### config.mk
export PLATFORM = sky130hd
export DESIGN_NAME = boot_loader_top
export DESIGN_NICKNAME = d
export VERILOG_FILES = /design/src/rtl/boot_pkg.sv /design/src/rtl/boot_mode_sel.sv /design/src/rtl/boot_fetch.sv /design/src/rtl/boot_seq.sv /design/src/rtl/boot_loader_top.sv
export SDC_FILE = /design/constraint.sdc
export NUM_CORES = 1
export LEC_CHECK = 0
export BUFFER_PORTS_ARGS = -buffer_cell sky130_fd_sc_hd__buf_2
export CAP_MARGIN = 20
export CORE_MARGIN = 4
export CORE_UTILIZATION = 45
export CTS_CLUSTER_SIZE = 20
export DETAILED_ROUTE_END_ITERATION = 8
export GPL_TIMING_DRIVEN = 0
export HOLD_SLACK_MARGIN = 0.03
export PLACE_DENSITY_LB_ADDON = 0.08
export SETUP_SLACK_MARGIN = 0.1
export SYNTH_ARGS = -nofsm -noshare
export SYNTH_HDL_FRONTEND = slang
export SYNTH_SLANG_ARGS = --single-unit
### constraint.sdc
create_clock -name clk -period 5.6 [get_ports clk]
set_clock_uncertainty 0.2 [all_clocks]
set_input_delay 0.56 -clock clk [delete_from_list [all_inputs] [get_ports clk]]
set_output_delay 0.56 -clock clk [all_outputs]
set_load 0.02 [all_outputs]
### src/rtl/boot_pkg.sv
package boot_pkg;
  localparam int WORD_W = 32;
  typedef enum logic [1:0] {WID_8, WID_16, WID_32} wid_e;
endpackage

### src/rtl/boot_mode_sel.sv
module boot_mode_sel #(
  parameter int AW = 24,
  parameter logic [AW-1:0] BASE0 = 24'h001000,
  parameter logic [AW-1:0] BASE1 = 24'h400000,
  parameter logic [AW-1:0] BASE2 = 24'hFFF000
) (
  input  logic          clk,
  input  logic          rst,
  input  logic [3:0]    mode_n,
  output logic          hit,
  output logic          is_serial,
  output logic [AW-1:0] base
);
  logic [3:0] sync1, sync2, act;

  always_ff @(posedge clk) begin
    if (rst) begin
      sync1 <= 4'hF;
      sync2 <= 4'hF;
    end else begin
      sync1 <= mode_n;
      sync2 <= sync1;
    end
  end

  assign act = ~sync2;

  // priority: pin 3 (serial), then 0, 1, 2
  always_comb begin
    hit       = 1'b1;
    is_serial = 1'b0;
    base      = '0;
    if (act[3])      is_serial = 1'b1;
    else if (act[0]) base = BASE0;
    else if (act[1]) base = BASE1;
    else if (act[2]) base = BASE2;
    else             hit = 1'b0;
  end
endmodule

### src/rtl/boot_fetch.sv
module boot_fetch
  import boot_pkg::*;
#(
  parameter int AW = 24
) (
  input  logic              clk,
  input  logic              rst,
  input  logic              load,
  input  logic [AW-1:0]     load_addr,
  input  logic              go,
  input  wid_e              wid,
  output logic              mem_rd,
  output logic [AW-1:0]     mem_addr,
  input  logic [WORD_W-1:0] mem_rdata,
  output logic              word_vld,
  output logic [WORD_W-1:0] word
);
  typedef enum logic [1:0] {F_IDLE, F_RD, F_WAIT} fst_e;
  fst_e              fst;
  logic [1:0]        part;
  logic [1:0]        last_part;
  logic [WORD_W-1:0] acc, acc_next;
  logic              rd_q;
  logic [AW-1:0]     addr_q;

  always_comb begin
    case (wid)
      WID_8:   begin last_part = 2'd3; acc_next = {mem_rdata[7:0], acc[WORD_W-1:8]}; end
      WID_16:  begin last_part = 2'd1; acc_next = {mem_rdata[15:0], acc[WORD_W-1:16]}; end
      default: begin last_part = 2'd0; acc_next = mem_rdata; end
    endcase
  end

  always_ff @(posedge clk) begin
    if (rst) begin
      fst      <= F_IDLE;
      part     <= '0;
      acc      <= '0;
      rd_q     <= 1'b0;
      addr_q   <= '0;
      word_vld <= 1'b0;
      word     <= '0;
    end else begin
      word_vld <= 1'b0;
      if (load) addr_q <= load_addr;
      case (fst)
        F_IDLE: if (go && !word_vld) begin
          fst  <= F_RD;
          rd_q <= 1'b1;
          part <= '0;
        end
        F_RD: begin
          rd_q <= 1'b0;
          fst  <= F_WAIT;
        end
        F_WAIT: begin
          addr_q <= addr_q + AW'(1);
          acc    <= acc_next;
          if (part == last_part) begin
            word_vld <= 1'b1;
            word     <= acc_next;
            fst      <= F_IDLE;
          end else begin
            part <= part + 2'd1;
            rd_q <= 1'b1;
            fst  <= F_RD;
          end
        end
        default: fst <= F_IDLE;
      endcase
    end
  end

  assign mem_rd   = rd_q;
  assign mem_addr = addr_q;

  AST_ONE_READ: assert property (@(posedge clk) disable iff (rst)
    mem_rd |=> !mem_rd);
  AST_ADDR_STEP: assert property (@(posedge clk) disable iff (rst)
    (fst == F_WAIT) |=> (mem_addr == $past(mem_addr) + AW'(1)));
endmodule

### src/rtl/boot_seq.sv
module boot_seq
  import boot_pkg::*;
#(
  parameter int AW = 24
) (
  input  logic              clk,
  input  logic              rst,
  input  logic              hit,
  input  logic              is_serial,
  input  logic [AW-1:0]     base,
  input  logic              word_vld,
  input  logic [WORD_W-1:0] word,
  output logic              load,
  output logic [AW-1:0]     load_addr,
  output logic              go,
  output wid_e              wid,
  output logic              ram_we,
  output logic [AW-1:0]     ram_addr,
  output logic [WORD_W-1:0] ram_wdata,
  output logic [WORD_W-1:0] cfg_word,
  output logic [AW-1:0]     entry_addr,
  output logic              start,
  output logic              serial_boot
);
  typedef enum logic [3:0] {
    S_POLL, S_WIDTH, S_CFG, S_LEN, S_DST, S_DATA, S_GO, S_DONE, S_SER
  } sst_e;

  sst_e              st;
  logic [WORD_W-1:0] len_q;
  logic [AW-1:0]     waddr_q;
  logic              first_q;

  always_comb begin
    go        = (st == S_WIDTH) || (st == S_CFG) || (st == S_LEN) ||
                (st == S_DST) || (st == S_DATA);
    load      = (st == S_POLL) && hit && !is_serial;
    load_addr = base;
  end

  always_ff @(posedge clk) begin
    if (rst) begin
      st          <= S_POLL;
      wid         <= WID_32;
      len_q       <= '0;
      waddr_q     <= '0;
      first_q     <= 1'b1;
      ram_we      <= 1'b0;
      ram_addr    <= '0;
      ram_wdata   <= '0;
      cfg_word    <= '0;
      entry_addr  <= '0;
      start       <= 1'b0;
      serial_boot <= 1'b0;
    end else begin
      ram_we <= 1'b0;
      start  <= 1'b0;
      case (st)
        S_POLL: begin
          wid     <= WID_32;
          first_q <= 1'b1;
          if (hit) begin
            if (is_serial) begin
              serial_boot <= 1'b1;
              st          <= S_SER;
            end else begin
              st <= S_WIDTH;
            end
          end
        end
        S_WIDTH: if (word_vld) begin
          if (word == 32'd8)       wid <= WID_8;
          else if (word == 32'd16) wid <= WID_16;
          else                     wid <= WID_32;
          st <= S_CFG;
        end
        S_CFG: if (word_vld) begin
          cfg_word <= word;
          st       <= S_LEN;
        end
        S_LEN: if (word_vld) begin
          if (word == '0) begin
            st <= S_GO;
          end else begin
            len_q <= word;
            st    <= S_DST;
          end
        end
        S_DST: if (word_vld) begin
          waddr_q <= word[AW-1:0];
          if (first_q) begin
            entry_addr <= word[AW-1:0];
            first_q    <= 1'b0;
          end
          st <= S_DATA;
        end
        S_DATA: if (word_vld) begin
          ram_we    <= 1'b1;
          ram_addr  <= waddr_q;
          ram_wdata <= word;
          waddr_q   <= waddr_q + AW'(1);
          len_q     <= len_q - 32'd1;
          if (len_q == 32'd1) st <= S_LEN;
        end
        S_GO: begin
          start <= 1'b1;
          st    <= S_DONE;
        end
        default: ;
      endcase
    end
  end

  AST_START_PULSE: assert property (@(posedge clk) disable iff (rst)
    start |=> !start);
  AST_SERIAL_HOLD: assert property (@(posedge clk) disable iff (rst)
    serial_boot |=> serial_boot);
  AST_SERIAL_QUIET: assert property (@(posedge clk) disable iff (rst)
    serial_boot |-> (!start && !ram_we && !go));
endmodule

### src/rtl/boot_loader_top.sv
module boot_loader_top
  import boot_pkg::*;
#(
  parameter int AW = 24,
  parameter logic [AW-1:0] BASE0 = 24'h001000,
  parameter logic [AW-1:0] BASE1 = 24'h400000,
  parameter logic [AW-1:0] BASE2 = 24'hFFF000
) (
  input  logic              clk,
  input  logic              rst,
  input  logic [3:0]        mode_n,
  output logic              mem_rd,
  output logic [AW-1:0]     mem_addr,
  input  logic [WORD_W-1:0] mem_rdata,
  output logic              ram_we,
  output logic [AW-1:0]     ram_addr,
  output logic [WORD_W-1:0] ram_wdata,
  output logic [WORD_W-1:0] cfg_word,
  output logic [AW-1:0]     entry_addr,
  output logic              start,
  output logic              serial_boot
);
  logic              hit, is_serial, load, go, word_vld;
  logic [AW-1:0]     base, load_addr;
  logic [WORD_W-1:0] word;
  wid_e              wid;

  boot_mode_sel #(.AW(AW), .BASE0(BASE0), .BASE1(BASE1), .BASE2(BASE2)) u_sel (
    .clk(clk), .rst(rst), .mode_n(mode_n),
    .hit(hit), .is_serial(is_serial), .base(base)
  );

  boot_fetch #(.AW(AW)) u_fetch (
    .clk(clk), .rst(rst), .load(load), .load_addr(load_addr), .go(go),
    .wid(wid), .mem_rd(mem_rd), .mem_addr(mem_addr), .mem_rdata(mem_rdata),
    .word_vld(word_vld), .word(word)
  );

  boot_seq #(.AW(AW)) u_seq (
    .clk(clk), .rst(rst), .hit(hit), .is_serial(is_serial), .base(base),
    .word_vld(word_vld), .word(word), .load(load), .load_addr(load_addr),
    .go(go), .wid(wid), .ram_we(ram_we), .ram_addr(ram_addr),
    .ram_wdata(ram_wdata), .cfg_word(cfg_word), .entry_addr(entry_addr),
    .start(start), .serial_boot(serial_boot)
  );
endmodule

## After elaboration in Yosys (flattened, before gate mapping)

Cells that the tools add are included.

| word-level totals | value |
|---|---|
| logic and storage cells | 134 |
| input port bits | 38 |
| register bits | 280 |

| cells by class | value |
|---|---|
| bitwise logic cells | 3 |
| multiplexer cells | 48 |
| add/sub/neg operators | 4 |
| eq/ne operators | 23 |
| reduce and logical (&&, ||, !) cells | 35 |

Operators with widths:

| kind | count |
|---|---|
| two-way mux 24 bit | 8 |
| case mux 32 bit (2 select lines) | 2 |
| two-way mux 32 bit | 3 |
| adder 24 x 1 -> 24 bit (second input constant) | 2 |
| case mux 24 bit (2 select lines) | 1 |
| equality test 32 x 1 -> 1 bit (second input constant) | 1 |
| equality test 32 x 4 -> 1 bit (second input constant) | 1 |
| equality test 32 x 5 -> 1 bit (second input constant) | 1 |
| zero test 32 bit | 1 |
| two-way mux 4 bit | 8 |
| subtractor 32 x 1 -> 32 bit (second input constant) | 1 |
| case mux 4 bit (7 select lines) | 1 |
| != test 2 bit (second input constant) | 8 |
| AND reduction 3 bit | 5 |
| two-way mux 2 bit | 7 |
| equality test 4 x 3 -> 1 bit (second input constant) | 3 |
| two-way mux 1 bit | 12 |
| case mux 2 bit (2 select lines) | 3 |
| nonzero test 2 bit | 6 |
| AND reduction 2 bit | 5 |
| equality test 4 x 2 -> 1 bit (second input constant) | 2 |
| AND reduction 8 bit | 1 |
| nonzero test 7 bit | 1 |
| case mux 2 bit (3 select lines) | 1 |
| other kinds (18) | 29 |

## Longest topological paths before layout

| logic depth | value |
|---|---|
| depth in word-level cells | 9 |
| gate-level depth with buffers | 10 |
| gate-level depth less buffers | 7 |

## Modules after synthesis

From an unflattened synthesis, not the netlist that was laid out.

| unflattened totals | value |
|---|---|
| cells, all modules | 1724 |
| area total of the unflattened synthesis | 13215.2 µm² |

By module, submodules not included:

| module | cells each | area an instance (µm²) | times used |
|---|---|---|---|
| boot_seq | 1106 | 8334.2 | 1 |
| boot_fetch | 573 | 4453.0 | 1 |
| boot_mode_sel | 45 | 427.9 | 1 |

## Worst setup path before layout

OpenSTA, ideal clock, no wires.

| timing path | value |
|---|---|
| path type | register to register |
| from | reg u_seq.len_q[20] |
| to | reg u_seq.len_q[27] |
| clock period less this slack | 2287 ps |
| setup time | 116 ps |
| buffers on the path | 1 |
| cell stages (with the launch flop) | 8 |
| data arrival time | 1971 ps |
| setup slack | 3313 ps |
| cell sequence | dfxtp_1 or3_1 or3_1 or3_1 buf_2 nor4_1 o21ai_0 a31o_1 |

| between the ends | value |
|---|---|
| longest elaborated chain between the ends | 3 |

RTL lines:

| element | line | text |
|---|---|---|
| from (decl) | boot_seq.sv:30 | `logic [WORD_W-1:0] len_q;` |
| from (signal assigned) | boot_seq.sv:85 | `len_q <= word;` |
| from (signal assigned) | boot_seq.sv:102 | `len_q <= len_q - 32'd1;` |
| subtractor 32 x 1 -> 32 bit | boot_seq.sv:102 |  |
| two-way mux 32 bit | boot_seq.sv:97 | `S_DATA: if (word_vld) begin` |
| case mux 32 bit (2 select lines) | boot_seq.sv:58 | `case (st)` |

Every way passes these cells. The select of a mux whose other input is x is not followed.
A chain may end at the register's enable or synchronous reset.

## Final worst setup path

| timing path | value |
|---|---|
| from | reg u_seq.st[1] |
| to | reg u_seq.len_q[12] |

| between the ends | value |
|---|---|
| longest elaborated chain between the ends | 3 |

RTL lines:

| element | line | text |
|---|---|---|
| from (decl) | boot_seq.sv:29 | `sst_e st;` |
| from (signal assigned) | boot_seq.sv:43 | `st <= S_POLL;` |
| from (signal assigned) | boot_seq.sv:65 | `st <= S_SER;` |
| from (signal assigned) | boot_seq.sv:67 | `st <= S_WIDTH;` |
| equality test 4 x 2 -> 1 bit / equality test 4 x 3 -> 1 bit (equally long branches) | boot_seq.sv:58 |  |
| != test 2 bit (no line) / nonzero test 2 bit (equally long branches) | -- |  |
| AND reduction 4 bit (no line) | -- |  |

Parallel ways exist; a longest one is shown, timed or not.

==> flow_summary.json <==
{
  "outcome": "complete, no violations",
  "cts_sinks": 272,
  "crit_path_cell_trace": "clkbuf_1, inv_1, nand3_1, clkbuf_1, clkbuf_1, nand2_1, o21ai_0, nand2_1, a21oi_1",
  "async_flop_share_pct": 0,
  "layout_common_cells": "nand2_1 (347), dfxtp_1 (272), a21oi_1 (230)",
  "cts_resized": 0,
  "multi_input_area_um2": 6290,
  "grt_pass1_wl_um": 67300,
  "rsz0062_at_grt": "no",
  "syn_inst": 1594,
  "startpoint_type": "register",
  "drive_gt1_share_pct": 14.7,
  "utilization_pct": 54.5,
  "synth-edff-count": 0,
  "rows": 60,
  "hold_viol_final": 0,
  "drt_iter0_drc": 1207,
  "hpwl_um": 31100,
  "path_delay_family": "buffers and inverters",
  "p_switching_uw": 1460,
  "portBuffers": 176,
  "postRouteAntennaNets": 0,
  "n_fill_cell": 2674,
  "synth_flop_cell": "dfxtp_1",
  "grt_overflow": 0,
  "combPwrFrac_pct": 15.0,
  "ys_seq_area_share_pct": 44.4,
  "yosysTopAreaCellShare_pct": 44.4,
  "worst-setup-path-type": "reg -> reg",
  "clk_pin_slew_ns": 0.06,
  "p_per_area_nw_per_um2": 341,
  "cts_tree": "done",
  "holdCritStartpoint": "mem_rdata[29]",
  "io_pins": 178,
  "path_common_cell": "clkbuf_1",
  "fp.dieArea_um2": 29900,
  "crit_start": "u_seq.st[1]$_SDFFE_PP0P_",
  "setup_viol": 0,
  "power_frac_seq_pct": 43.6,
  "yosys.area_share.xor_xnor_pct": 0.357,
  "avgRoutedWirePerCell_um": 20.3,
  "max_slew_margin_pct": 28.6,
  "synthAdderAreaFrac_pct": 0.408,
  "gp_congestion": 0.935,
  "synth_compound_area_share_pct": 22.0,
  "synth_cell_type_count": 69,
  "synth-simple-area-share_pct": 24.3,
  "postRouteWirelength_um": 44000,
  "finalSetupTns_ns": 0,
  "clk_latency_ns": 0.57,
  "r2r_start": "u_seq.st[1]$_SDFFE_PP0P_",
  "antenna_found_initial": 0,
  "hold_ws_ns": 0.201,
  "muxShareOfSynthArea_pct": 4.26,
  "regArea_um2": 5450,
  "ir_drop_v": 0.000199,
  "cts_buffers": 30,
  "layout_commonest_cell": "nand2_1",
  "arrival_ns": 3.43,
  "antenna_cells": 0,
  "post-route-min-period_ns": 3.12,
  "dr_total_vias": 12559,
  "initial_utilization_pct": 45.6,
  "p_sw_share_pct": 29.2,
  "cts_root_buffer": "clkbuf_16",
  "p_leak_uw": 0.00548,
  "power.internal_uw": 3530,
  "nNetsFinal": 1849,
  "core_area_um2": 26900,
  "track_usage_pct": 27.9,
  "grt_max_degree": 16,
  "maxSlewViolCount": 0,
  "tightest_slew_ns": 1.07,
  "viasPerCell": 5.78,
  "period_share_pct": 55.8,
  "max_stage_delay_ns": 0.63,
  "synth.avg_cell_area_um2": 7.69,
  "dieHeight_um": 173,
  "htree_levels": 1,
  "synthTopCellsByArea": "dfxtp_1 (44%), nand2_1 (11%), a21oi_1 (9.4%)",
  "grt_pass1_vias": 11574,
  "ys_ff_latch": 272,
  "syn2layout_area_growth_pct": 19.5,
  "hold_class": "in -> reg",
  "critPathRequiredTime_ns": 5.91,
  "synth_top_family_by_area": "simple AND/OR/NAND/NOR gates",
  "netlist_area_um2": 12300,
  "die_w_um": 173,
  "ys_warn_count": 0,
  "path_buf_inv": 4,
  "worstPathMaxFanout": 10,
  "yosysTopAreaCell": "dfxtp_1",
  "drc": 0,
  "maxCapViolations": 0,
  "syn-num-nets": 1636,
  "cts_buffer_depth": 3,
  "p_clk_share_pct": 41.4,
  "cpMaxStageDelayCell": "clkbuf_1",
  "max_freq_mhz": 320,
  "drt_first_pass_iters": 6,
  "setup.worst_path.end_class": "register"
}
[Yosys cell counts, types with 11 or more instances]
| library cell | n |
|---|---|
| nand2_1 | 347 |
| dfxtp_1 | 272 |
| a21oi_1 | 230 |
| nor2_1 | 130 |
| o21ai_0 | 108 |
| clkbuf_1 | 99 |
| mux2i_1 | 51 |
| nand3_1 | 31 |
| and2_1 | 25 |
| o31ai_1 | 25 |
| nor3_1 | 24 |
| nor4_1 | 18 |
| buf_2 | 14 |
| nand4_1 | 13 |
| or2_2 | 13 |
| and3_1 | 12 |
| inv_1 | 12 |
| a211oi_1 | 11 |
[flip-flops by register name, indices dropped and copies added (netlist names), 4 cells and up]
signal,flops
u_fetch.acc,24
u_fetch.mem_addr,24
u_fetch.word,32
u_sel.sync1,4
u_sel.sync2,4
u_seq.cfg_word,32
u_seq.entry_addr,24
u_seq.len_q,32
u_seq.ram_addr,24
u_seq.ram_wdata,32
u_seq.st,4
u_seq.waddr_q,24
[power by group through the flow]
stage               Clock (uW)  Sequential [uW]  Combinational, uW
floorplan                    0             2170                493
global placement             0             2210                718
detailed placement           0             2210                732
CTS                       2090             2170                739
global route              2160             2180                833
finish                    2060             2180                748
[cell type report]
| class | instances | area share, % |
|---|---|---|
| clock inverters | 10 | 1.10 |
| flip-flops and latches | 272 | 37.2 |
| well taps | 341 | 2.91 |
| inverters | 12 | 0.308 |
| clock buffers | 45 | 5.92 |
| repair buffers | 181 | 6.32 |
| plain buffers | 123 | 3.30 |
| multi-input cells | 1187 | 42.9 |
[worst paths after layout]
| path | endpoint | slack (ns) | cells after the start |
|---|---|---|---|
| worst min-delay path | u_fetch.acc[29]$_SDFFE_PP0P_ | 0.20 | 5 |
| worst min register to register | u_sel.sync2[3]$_SDFF_PP1_ | 0.21 | 1 |
| worst max register to register | u_seq.len_q[12]$_SDFFE_PP0P_ | 2.48 | 9 |
| worst max-delay path | u_seq.len_q[12]$_SDFFE_PP0P_ | 2.48 | 9 |
[layer usage]
| metal | track usage [%] | vias up | wire length, um |
|---|---|---|---|
| met1 | 39.0 | 5902 | 19500 |
| met4 | 10.2 | 0 | 1700 |
| met3 | 4.92 | 96 | 3640 |
| met2 | 43.3 | 551 | 19200 |
| met5 | 0 | - | 0 |
| li1 | - | 6010 | - |
[logic make-up (layout without fill, tap and decap cells)]
logic type | after synthesis | count (layout)
buffers and inverters | 135 | 371
AND/OR/NAND/NOR | 662 | 662
AO/OA/AOI/OAI | 464 | 464
XOR/XNOR | 5 | 5
adder cells (fa/ha/maj) | 4 | 4
multiplexers | 52 | 52
flip-flops | 272 | 272
[stage by stage]
| stage | instances | total power [uW] | setup slack, ns | instance area [um^2] |
|---|---|---|---|---|
| floorplan | 1594 | 2660 | 3.31 | 12300 |
| global placement | 2111 | 2920 | 2.28 | 13600 |
| detailed placement | 2112 | 2940 | 2.58 | 13600 |
| CTS | 2171 | 4990 | 2.56 | 14600 |
| global route | 2171 | 5170 | 2.29 | 14600 |
| finish | 2171 | 4990 | 2.48 | 14600 |
[worst min-delay path, stage by stage]
cell and delay [ns]:
buf_2 0.08, a21oi_1 0.09, nor2_1 0.08, a21oi_1 0.04, nor2_1 0.07
[what timing repair did]
item | CTS | global route
hold buffers | 4 | 0
buffers inserted | 0 | 0
endpoints found under the hold margin | 4 | 0
No activity file was read; power rests on OpenSTA's default activity.
